--- config.mk ---
export PLATFORM = sky130hd
export DESIGN_NAME = link_rx_decoder
export DESIGN_NICKNAME = d
export VERILOG_FILES = /design/src/rtl/link_rx_pkg.sv /design/src/rtl/link_rx_ctrl.sv /design/src/rtl/link_rx_dpath.sv /design/src/rtl/link_rx_decoder.sv
export SDC_FILE = /design/constraint.sdc
export NUM_CORES = 1
export LEC_CHECK = 0
export ABC_AREA = 1
export BUFFER_PORTS_ARGS = -buffer_cell sky130_fd_sc_hd__buf_2
export CORE_MARGIN = 8
export CORE_UTILIZATION = 47
export CTS_BUF_LIST = sky130_fd_sc_hd__clkbuf_16
export CTS_CLUSTER_DIAMETER = 60
export DETAILED_ROUTE_END_ITERATION = 12
export GPL_TIMING_DRIVEN = 0
export PLACE_DENSITY = 0.79
export SLEW_MARGIN = 15
export SYNTH_ARGS = -nofsm -noshare
export SYNTH_HDL_FRONTEND = slang
export SYNTH_SLANG_ARGS = --single-unit
--- constraint.sdc ---
create_clock -name clk -period 2.93 [get_ports clk]
set_clock_uncertainty 0.05 [all_clocks]
set_input_delay 0.293 -clock clk [delete_from_list [all_inputs] [get_ports clk]]
set_output_delay 0.293 -clock clk [all_outputs]
set_load 0.005 [all_outputs]
--- src/rtl/link_rx_pkg.sv ---
package link_rx_pkg;
  localparam int CTL_W  = 2;
  localparam int DATA_W = 8;
  localparam int SPD_W  = 2;

  localparam logic [CTL_W-1:0] CTL_IDLE   = 2'b00;
  localparam logic [CTL_W-1:0] CTL_STATUS = 2'b01;
  localparam logic [CTL_W-1:0] CTL_RECV   = 2'b10;

  typedef enum logic [SPD_W-1:0] {
    SPD_100 = 2'd0,
    SPD_200 = 2'd1,
    SPD_400 = 2'd2
  } speed_e;

  typedef struct packed {
    logic             legal;
    logic [SPD_W-1:0] code;
  } speedDec_t;

  // Control-to-datapath strobes, all valid for one cycle
  typedef struct packed {
    logic loadSpeed;
    logic emit;
    logic first;
    logic endPkt;
    logic endNull;
    logic drop;
  } strobe_t;

  function automatic speedDec_t decodeSpeed(input logic [DATA_W-1:0] b);
    speedDec_t r;
    r.legal = 1'b1;
    r.code  = SPD_100;
    if (b[7:6] == 2'b00)          r.code = SPD_100;
    else if (b[7:4] == 4'b0100)   r.code = SPD_200;
    else if (b == 8'b0101_0000)   r.code = SPD_400;
    else                          r.legal = 1'b0;
    return r;
  endfunction
endpackage

--- src/rtl/link_rx_ctrl.sv ---
module link_rx_ctrl
  import link_rx_pkg::*;
#(
  parameter int MAX_SPEED = 2
) (
  input  logic             clk,
  input  logic             rstN,
  input  logic [CTL_W-1:0] ctlIn,
  input  logic             dataOn,
  input  speedDec_t        dec,
  output strobe_t          strb
);
  typedef enum logic [2:0] {
    ST_IDLE,
    ST_PRE,
    ST_FIRST,
    ST_BODY,
    ST_DISCARD
  } state_e;

  state_e state, stateNxt;
  logic   isRecv;
  logic   speedOk;

  assign isRecv  = (ctlIn == CTL_RECV);
  assign speedOk = dec.legal && (int'(dec.code) <= MAX_SPEED);

  always_comb begin
    strb     = '0;
    stateNxt = state;
    if (isRecv) begin
      unique case (state)
        ST_IDLE, ST_PRE: begin
          if (dataOn) begin
            stateNxt = ST_PRE;
          end else if (speedOk) begin
            strb.loadSpeed = 1'b1;
            stateNxt       = ST_FIRST;
          end else begin
            strb.drop = 1'b1;
            stateNxt  = ST_DISCARD;
          end
        end
        ST_FIRST: begin
          strb.emit  = 1'b1;
          strb.first = 1'b1;
          stateNxt   = ST_BODY;
        end
        ST_BODY: begin
          strb.emit = 1'b1;
        end
        default: begin
          stateNxt = ST_DISCARD;
        end
      endcase
    end else begin
      unique case (state)
        ST_PRE:            strb.endNull = 1'b1;
        ST_FIRST, ST_BODY: strb.endPkt  = 1'b1;
        default:           ;
      endcase
      stateNxt = ST_IDLE;
    end
  end

  always_ff @(posedge clk) begin
    if (!rstN) state <= ST_IDLE;
    else       state <= stateNxt;
  end
endmodule

--- src/rtl/link_rx_dpath.sv ---
module link_rx_dpath
  import link_rx_pkg::*;
(
  input  logic              clk,
  input  logic              rstN,
  input  strobe_t           strb,
  input  logic [DATA_W-1:0] dataIn,
  output logic              dataOn,
  output speedDec_t         dec,
  output logic              rxValid,
  output logic [DATA_W-1:0] rxData,
  output logic              rxSop,
  output logic              rxEop,
  output logic [SPD_W-1:0]  rxSpeed,
  output logic              nullPkt,
  output logic              rxDrop
);
  assign dataOn = dataIn[DATA_W-1];
  assign dec    = decodeSpeed(dataIn);

  always_ff @(posedge clk) begin
    if (!rstN) begin
      rxValid <= 1'b0;
      rxData  <= '0;
      rxSop   <= 1'b0;
      rxEop   <= 1'b0;
      rxSpeed <= '0;
      nullPkt <= 1'b0;
      rxDrop  <= 1'b0;
    end else begin
      rxValid <= strb.emit;
      rxData  <= strb.emit ? dataIn : '0;
      rxSop   <= strb.first;
      rxEop   <= strb.endPkt;
      nullPkt <= strb.endNull;
      rxDrop  <= strb.drop;
      if (strb.loadSpeed) rxSpeed <= dec.code;
    end
  end
endmodule

--- src/rtl/link_rx_decoder.sv ---
module link_rx_decoder
  import link_rx_pkg::*;
#(
  parameter int MAX_SPEED = 2
) (
  input  logic              clk,
  input  logic              rstN,
  input  logic [CTL_W-1:0]  ctlIn,
  input  logic [DATA_W-1:0] dataIn,
  output logic              rxValid,
  output logic [DATA_W-1:0] rxData,
  output logic              rxSop,
  output logic              rxEop,
  output logic [SPD_W-1:0]  rxSpeed,
  output logic              nullPkt,
  output logic              rxDrop
);
  strobe_t   strb;
  speedDec_t dec;
  logic      dataOn;

  link_rx_ctrl #(.MAX_SPEED(MAX_SPEED)) ctrl_i (
    .clk    (clk),
    .rstN   (rstN),
    .ctlIn  (ctlIn),
    .dataOn (dataOn),
    .dec    (dec),
    .strb   (strb)
  );

  link_rx_dpath dpath_i (
    .clk     (clk),
    .rstN    (rstN),
    .strb    (strb),
    .dataIn  (dataIn),
    .dataOn  (dataOn),
    .dec     (dec),
    .rxValid (rxValid),
    .rxData  (rxData),
    .rxSop   (rxSop),
    .rxEop   (rxEop),
    .rxSpeed (rxSpeed),
    .nullPkt (nullPkt),
    .rxDrop  (rxDrop)
  );
endmodule

==> results of run 1 <==
-- metrics by stage --
step / utilization [%] / setup slack, ns / cells / hold slack, ns / instance area [sq um]
after floorplan: - / 1.92 / 79 / 0.355 / 637
after global placement: 61.1 / 1.74 / 120 / 0.378 / 786
after detailed placement: 61.1 / 1.72 / 120 / 0.387 / 786
after CTS: 67.3 / 1.84 / 124 / 0.229 / 865
after global routing: 67.3 / 1.73 / 124 / 0.239 / 865
final: 67.3 / 1.83 / 124 / 0.227 / 865
-- power by group through the flow --
stage                     combinational (W)  sequential (W)  clock (W)
final                             0.0000353        0.000250   0.000262
after global routing              0.0000395        0.000250   0.000285
after CTS                         0.0000356        0.000250   0.000267
after detailed placement          0.0000348        0.000255          0
after global placement            0.0000338        0.000255          0
after floorplan                   0.0000201        0.000255          0
-- logic make-up (layout without fill, tap and decap cells) --
| group | Yosys count | after routing | synth area share (%) |
|---|---|---|---|
| AO/OA/AOI/OAI | 4 | 4 | 3.14 |
| buffers and inverters | 14 | 44 | 8.25 |
| flip-flops | 18 | 18 | 56.6 |
| AND/OR/NAND/NOR | 43 | 43 | 32.0 |
-- layout make-up --
cell class	count	area [sq um]
Fill cell	104	420
Sequential cell	18	360
Multi-Input combinational cell	47	224
Timing Repair Buffer	26	130
Clock buffer	3	75.1
Inverter	14	52.6
Tap cell	15	18.8
Clock inverter	1	3.75
-- worst paths after layout --
kind	from	slack, ns	end	cells after the start
worst max-delay path	ctrl_i.state[2]$_SDFFE_PN0P_	1.83	dpath_i.rxSpeed[0]$_SDFFE_PN0P_	6
worst min-delay path	dataIn[1]	0.23	dpath_i.rxData[1]$_SDFF_PN0_	3
worst max register to register	ctrl_i.state[2]$_SDFFE_PN0P_	1.83	dpath_i.rxSpeed[0]$_SDFFE_PN0P_	6
worst min register to register	ctrl_i.state[0]$_SDFFE_PN0P_	0.40	dpath_i.rxSop$_SDFF_PN0_	1
-- cell usage in the layout (no fill, tap or decap), drive strengths merged --
cell,synthesis,routed
a21oi,1,1
o21ai,3,3
nor3,3,3
dfxtp,18,18
nand4,1,1
nand3b,1,1
clkinv,0,1
clkbuf,0,3
buf,0,26
nand2,16,16
nand3,2,2
inv,14,14
nor2,20,20
-- sequential cells by signal, indices dropped and copies added, names as in the netlist --
signal           count
dpath_i.rxValid      1
dpath_i.rxSop        1
dpath_i.rxDrop       1
dpath_i.rxData       8
ctrl_i.state         3
dpath_i.rxEop        1
dpath_i.rxSpeed      2
dpath_i.nullPkt      1
-- critical path: stages (launching register included) --
cell and delay (ns):
dfxtp_1 0.33, inv_1 0.12, nand3b_1 0.12, nand2_1 0.13, nand3_2 0.11, nor2_1 0.10
nor2_1 0.05
-- metal layers --
metal / vias to the layer above / share of wire, % / routed length [um] / track usage (%)
met5: - / 0 / 0 / 0
met1: 229 / 41 / 551 / 11.0
met2: 14 / 51 / 690 / 17.6
met3: 2 / 7.3 / 98 / 3.69
met4: 0 / 0.81 / 11 / 6.47
li1: 295 / - / - / -
==> results.txt, run 1 <==
The worst setup path is launched from a flop. The post-layout total power is 0.000548 W. The initial core utilization came out at 49.6%. The clock net in this run drives a total of 18 sinks. The internal cell power came out at 0.000444 W.

The cell leakage power came out at 0.466 nW. The clock latency on the worst-skew pair is 0.24 ns. The unique cell type count in the Yosys netlist came out at 16. Headroom to the max-slew limit came out at 83.6%.

The register area share after synthesis came out at 56.6%. The number of vias per cell after detailed routing is 4.35. The wire length of the first global-routing pass is 2.14 mm. The average wire per standard cell came out at 10.9 um.

The routability-driven placement congestion ratio is 0.771. The total global routing track utilization came out at 10.6%. Of the total power, combinational logic draws 6.4%.

The number of buffers inserted by hold repair at cts came out at 0. The largest fanout on the critical path came out at 4. The library cell used as clock root buffer is clkbuf_16. The post-synthesis area per instance is 8.06 sq um. The async set-reset flop share out of synthesis came out at 0%.

The final layout net count came out at 122. The floorplan step set the die width to 52.8 um. TritonCTS built the clock tree.

The die covers 2790 sq um. Dividing total power by cell area gives a power density of 633 nW/um^2. The number of enable flip-flop cells after synthesis is 0. The post-synth net total came out at 91. The number of routed nets with antenna violations came out at 0.

The commonest cells after synthesis are dfxtp_1, nor2_1, nand2_1, inv_1, nor3_1. The fraction of power consumed by sequential logic came out at 45.7%. The post-CTS setup-driven buffer insertion count is 0. The final setup violation count came out at 0.

Yosys attributes the largest share of cell area to dfxtp_1, nor2_1, nand2_1. The count of endpoints failing hold in the final timing report came out at 0. Measured along the y axis, the die boundary spans 52.8 um.

The overall routed net length came out at 1.35 mm. The total iterations of the first detailed-routing run came out at 4. The switching share of power came out at 19.0%.

The slew of the pin with the lowest slew margin is 0.243 ns. The cell count after synthesis came out at 79. The number of pins with negative max-slew slack in the final report is 0. The type of the worst setup path is reg2reg. dfxtp_1 takes more of the synthesized area than any other cell. The clock network fraction of design power came out at 47.8%. The number of antenna diodes in the final layout is 0. The estimated wirelength of the detail-placed design came out at 1.00 mm.

The maximum clock rate is 0.909 GHz. The residual overflow from global routing is 0. For the worst setup path, the data arrival time is 1.19 ns. The number of global-route vias before repair is 500. The layout overhead on the synthesized area is 35.8%.

The post-synthesis instance area is 637 sq um. The synthesized design contains 18 register bits. The dominant synthesized flop cell is dfxtp_1.

Among all cell types in the netlist, the one instantiated most often is dfxtp_1. The first routing iteration left 13 violations. The worst hold path belongs to the class in2reg. In this run the number of H-tree levels came out at 1. The required arrival time at the worst endpoint is 3.02 ns. The part of the cycle the worst path needs is 37.5%. The number of placed I/O pins is 27. The count of port buffers added during placement came out at 26. Entering global routing, the biggest net connects 11 pins. The total via count after detailed routing is 540.

The endpoint kind of the worst setup timing path is a flop. The initial antenna violation count came to 0. The post-route netlist has 34.9% of its cells at a drive strength greater than 1. The sum of negative setup slack is 0 ns.

The maximum ir drop on the vdd rail came out at 0.360 mV. The shortest period the worst path allows came out at 1.10 ns. The run finished with clean final reports. The total of warnings raised by yosys is 0. The number of rows in the core area came out at 13. The area share of the leading cell type in the synthesized netlist is 56.6%. The clock passes through at most 2 buffers.

After floorplanning, the core was sized to cover 1280 sq um. The number of gates given a new drive strength after cts came out at 0. The number of max-cap violations is 0.

The switching power came out at 0.000104 W. Clock-pin slew was measured on the worst setup and hold paths at 0.05 ns. For this run, design rule violations remaining after detail routing come to 0. Setup repair after global routing left no endpoint under its margin.

The number of clock buffers added by TritonCTS is 3.
Note: power is estimated with default switching activity, not from simulation.
==> run 2, diff against run 1 <==
Settings changed: ABC_AREA 1 to 0, CORE_UTILIZATION 47 to 43, PLACE_DENSITY 0.79 to 0.74.
Clock period 2.93 ns to 1.1 ns, I/O delays scaled along.
==> results.txt, run 2 <==
Status: finished clean (unchanged). The cell leakage power came out at 0.431 nW (was 0.466 nW). The number of storage elements in the synthesis netlist was 18 (unchanged). The cell count after synthesis came to 57 (was 79). The number of placed I/O pins came out at 27 (unchanged). The type of the worst setup path is reg2reg (unchanged). The maximum ir drop on the vdd rail came out at 0.809 mV (was 0.360 mV). The register bank with the most flops is dpath_i.rxData (unchanged).

Most frequent cells in the layout: buf_2, dfxtp_1, and2_1, nor3_1 (was buf_2, dfxtp_1, nor2_1, nand2_1, inv_1). The number of fill cells in the layout came out at 112 (was 104). The reg-to-reg critical path startpoint was ctrl_i.state[2]$_SDFFE_PN0P_ (unchanged).

The proportion of layout cells with a drive suffix above 1 is 48.9% (was 34.9%). The slew of the pin with the lowest slew margin is 0.276 ns (was 0.243 ns). The total of warnings raised by yosys came out at 0 (unchanged).

The largest fanout on the critical path came out at 7 (was 4). Top cell types by occurrence after synthesis: dfxtp_1, and2_1, nor3_1, nand2_1 (was dfxtp_1, nor2_1, nand2_1, inv_1, nor3_1). The number of rows in the core area is 13 (unchanged). The power per unit of standard cell area came out at 1680 nW/um^2 (was 633 nW/um^2).

The area share of the leading cell type in the synthesized netlist is 59.6% (was 56.6%). The final layout net count came out at 101 (was 122). The maximum single-stage delay on the critical path came to 0.33 ns (about the same).

The post-synth net total came out at 69 (was 91). The estimated wirelength of the detail-placed design was 976 um (was 1.00 mm). The post-synthesis area per instance is 10.6 sq um (was 8.06 sq um). The endpoint kind of the worst setup timing path is a flop (unchanged). The number of flip-flops under the largest register name came out at 8 (unchanged).

The top cell type by total area after synthesis is dfxtp_1 (unchanged). The maximum number of pins on one net before global-route repair is 11 (unchanged). The routability-driven placement congestion ratio came out at 0.725 (was 0.771).

The overall routed net length came out at 1.30 mm (was 1.35 mm). The initial core utilization is 46.4% (was 49.6%). The count of port buffers added during placement is 26 (unchanged). The clock-pin slew on the worst setup and hold paths is 0.05 ns (about the same). Cell-by-cell listing of the critical path: and2b_2 -> nand2_4 -> nor2_4 -> and2_4 (was inv_1 -> nand3b_1 -> nand2_1 -> nand3_2 -> nor2_1 -> nor2_1). The dominant synthesized flop cell is dfxtp_1 (unchanged).

The average wire per standard cell came out at 12.7 um (was 10.9 um). The slowest library cell on the worst path is dfxtp_2 (was dfxtp_1). The initial antenna violation count is 0 (unchanged). Top cells by area, synth: dfxtp_1, and2_1, nor3_1 (was dfxtp_1, nor2_1, nand2_1). The register area share after synthesis is 59.6% (was 56.6%). The count of endpoints failing hold in the final timing report came out at 0 (unchanged).

The cell depth of the worst flop-to-flop path came out at 4 (was 6). The number of enable flip-flop cells after synthesis came to 0 (unchanged). The CTS tree is built (unchanged). The depth of the worst hold-timing path came out at 2 (was 3).

The clock buffer count from CTS is 3 (unchanged). The count of inserted antenna diode cells came out at 0 (unchanged). The clock sink count came to 18 (unchanged). The number of design-rule violations left by the first detailed-router iteration came to 9 (was 13). The core box area was 1300 sq um (was 1280 sq um). The register cell area after layout is 363 sq um (was 360 sq um).

The post-layout total power came out at 0.00146 W (was 0.000548 W). The kind of cell adding the most delay to the critical path is simple AND/OR/NAND/NOR gates (unchanged). The class of the tightest hold or removal check was in2reg (unchanged). The wire length of the first global-routing pass is 2.05 mm (was 2.14 mm). The leading cell type by number of instances after synthesis is dfxtp_1 (unchanged). The part of the cycle the worst path needs came out at 98.7% (was 37.5%). The number of vias per cell after detailed routing is 4.84 (was 4.35).

Largest registers: dpath_i.rxData (8), ctrl_i.state (3), dpath_i.rxSpeed (2) (unchanged). The overall die width was 53.5 um (was 52.8 um). The async set-reset flop share out of synthesis came out at 0% (unchanged). The unique cell type count in the Yosys netlist came out at 23 (was 16). The relative slew slack came out at 81.4% (was 83.6%).

The worst-case register-to-register setup slack came out at 0.01 ns (was 1.83 ns). The clock latency on the worst-skew pair is 0.25 ns (was 0.24 ns). The final setup violation count came out at 0 (unchanged). The post-synthesis instance area is 604 sq um (was 637 sq um). The sort of element at the start of the critical path is a flop (unchanged). RSZ-0062 raised after global routing: true (was false).

The buffering stage count on the worst path with inverters included came out at 0 (was 1). The number of max-cap violations was 0 (unchanged). The arrival time at the worst endpoint is 1.23 ns (was 1.19 ns). The residual overflow from global routing came out at 0 (unchanged).

The DRC violation count after routing came out at 0 (unchanged). The maximum buffer depth of the clock tree came out at 2 (unchanged). The overall die area was 2860 sq um (was 2790 sq um). The H-tree level count came out at 1 (unchanged). The required arrival time at the worst endpoint is 1.24 ns (was 3.02 ns).

The capture point of the worst reg-to-reg path is dpath_i.rxData[2]$_SDFF_PN0_ (was dpath_i.rxSpeed[0]$_SDFFE_PN0P_). The library cell used as clock root buffer is clkbuf_16 (unchanged). The post-route worst hold slack is 0.0427 ns (was 0.227 ns).

The number of routed nets with antenna violations came out at 0 (unchanged). The origin of the worst min-delay path is dataIn[0] (was dataIn[1]). The maximum clock rate is 0.921 GHz (was 0.909 GHz). The die height was 53.5 um (was 52.8 um). The shortest period the worst path allows is 1.09 ns (was 1.10 ns). The multi-input gate area in the final layout is 262 sq um (was 224 sq um).

The number of global-route vias before repair came out at 502 (was 500). The total iterations of the first detailed-routing run is 4 (unchanged). The most common library cell in the layout ignoring fill and taps was buf_2 (unchanged). The number of pins with negative max-slew slack in the final report is 0 (unchanged). The total global routing track utilization is 9.64% (was 10.6%). The total via count after detailed routing came out at 499 (was 540). The layout overhead on the synthesized area was 44.1% (was 35.8%). The worst min-delay path endpoint is dpath_i.rxData[0]$_SDFF_PN0_ (was dpath_i.rxData[1]$_SDFF_PN0_).
-- run 2: cell types whose count changed in the layout (fill, tap and decap cells not counted), sizes merged, moves of 2 or more --
cell / previous run / this run
nand2b: 0 / 2
nor3: 3 / 5
and2: 0 / 6
nor4: 0 / 3
o21ai: 3 / 1
and2b: 0 / 2
nor2: 20 / 3
nand2: 16 / 5
inv: 14 / 3
-- run 2: repair_timing --
item / in CTS / in global routing
hold buffers: 0 / 0
pin swaps: 2 / 3
setup endpoints to repair: 7 / 8
setup buffers: 0 / 1
resized for setup: 4 / 3
-- run 2: how the worst max path moves through the flow --
| stage | cells after the start | slack [ns] | start | endpoint |
|---|---|---|---|---|
| 2_1_floorplan | 3 | 0.006 | ctrl_i.state[1]$_SDFFE_PN0P_ | dpath_i.rxSpeed[0]$_SDFFE_PN0P_ |
| 3_3_place_gp | 5 | -0.1 | dataIn[1] | ctrl_i.state[2]$_SDFFE_PN0P_ |
| 3_5_place_dp | 5 | -0.1 | dataIn[1] | ctrl_i.state[2]$_SDFFE_PN0P_ |
| 4_1_cts | 3 | -0.009 | ctrl_i.state[2]$_SDFFE_PN0P_ | dpath_i.rxSpeed[0]$_SDFFE_PN0P_ |
| 5_1_grt | 4 | -0.02 | ctrl_i.state[2]$_SDFFE_PN0P_ | dpath_i.rxData[7]$_SDFF_PN0_ |
| 6_report | 4 | 0.01 | ctrl_i.state[2]$_SDFFE_PN0P_ | dpath_i.rxData[2]$_SDFF_PN0_ |
-- run 2: layer usage --
layer | part of all wire [%] | global-route usage (%) | up-vias
li1 | - | - | 259
met1 | 43 | 10.3 | 220
met2 | 45 | 15.2 | 18
met3 | 11 | 4.76 | 2
met4 | 1.1 | 5.04 | 0
met5 | 0 | 0 | -
-- run 2: cells by family (layout without fill, tap and decap cells) --
family                 count (synthesis)  count (layout)  share of synthesized area [%]
flip-flops                            18              18                           59.6
AND/OR/NAND/NOR                       29              29                           29.8
AO/OA/AOI/OAI                          6               6                           7.04
buffers and inverters                  3              34                           1.86
multiplexers                           1               1                           1.66
-- run 2: worst reg2reg max path: stages, from the launching register on --
cell     delay, ns
dfxtp_2       0.33
and2b_2       0.26
nand2_4       0.09
nor2_4        0.15
and2_4        0.16
-- run 2: power by group --
group	total, W	switching, W	internal (W)
clock	0.000717	0.000235	0.000483
sequential	0.000662	0.00000378	0.000659
combinational	0.0000828	0.0000457	0.0000370
-- run 2: layout make-up --
type | count | area share, %
Sequential cell | 18 | 41.7
Clock inverter | 1 | 0.431
Multi-Input combinational cell | 36 | 30.0
Inverter | 3 | 1.29
Tap cell | 15 | 2.16
Clock buffer | 3 | 8.62
Timing Repair Buffer | 27 | 15.8
-- run 2: stage by stage --
step / cell area (sq um) / setup slack [ns] / utilization (%) / instances / setup TNS, ns
after global placement: 762 / -0.0986 / 58.6 / 98 / -0.448
final: 871 / 0.0141 / 66.9 / 103 / 0
after CTS: 853 / -0.00917 / 65.6 / 102 / -0.00917
after detailed placement: 762 / -0.0998 / 58.6 / 98 / -0.515
after floorplan: 613 / 0.00626 / - / 57 / 0
after global routing: 871 / -0.0155 / 66.9 / 103 / -0.0576
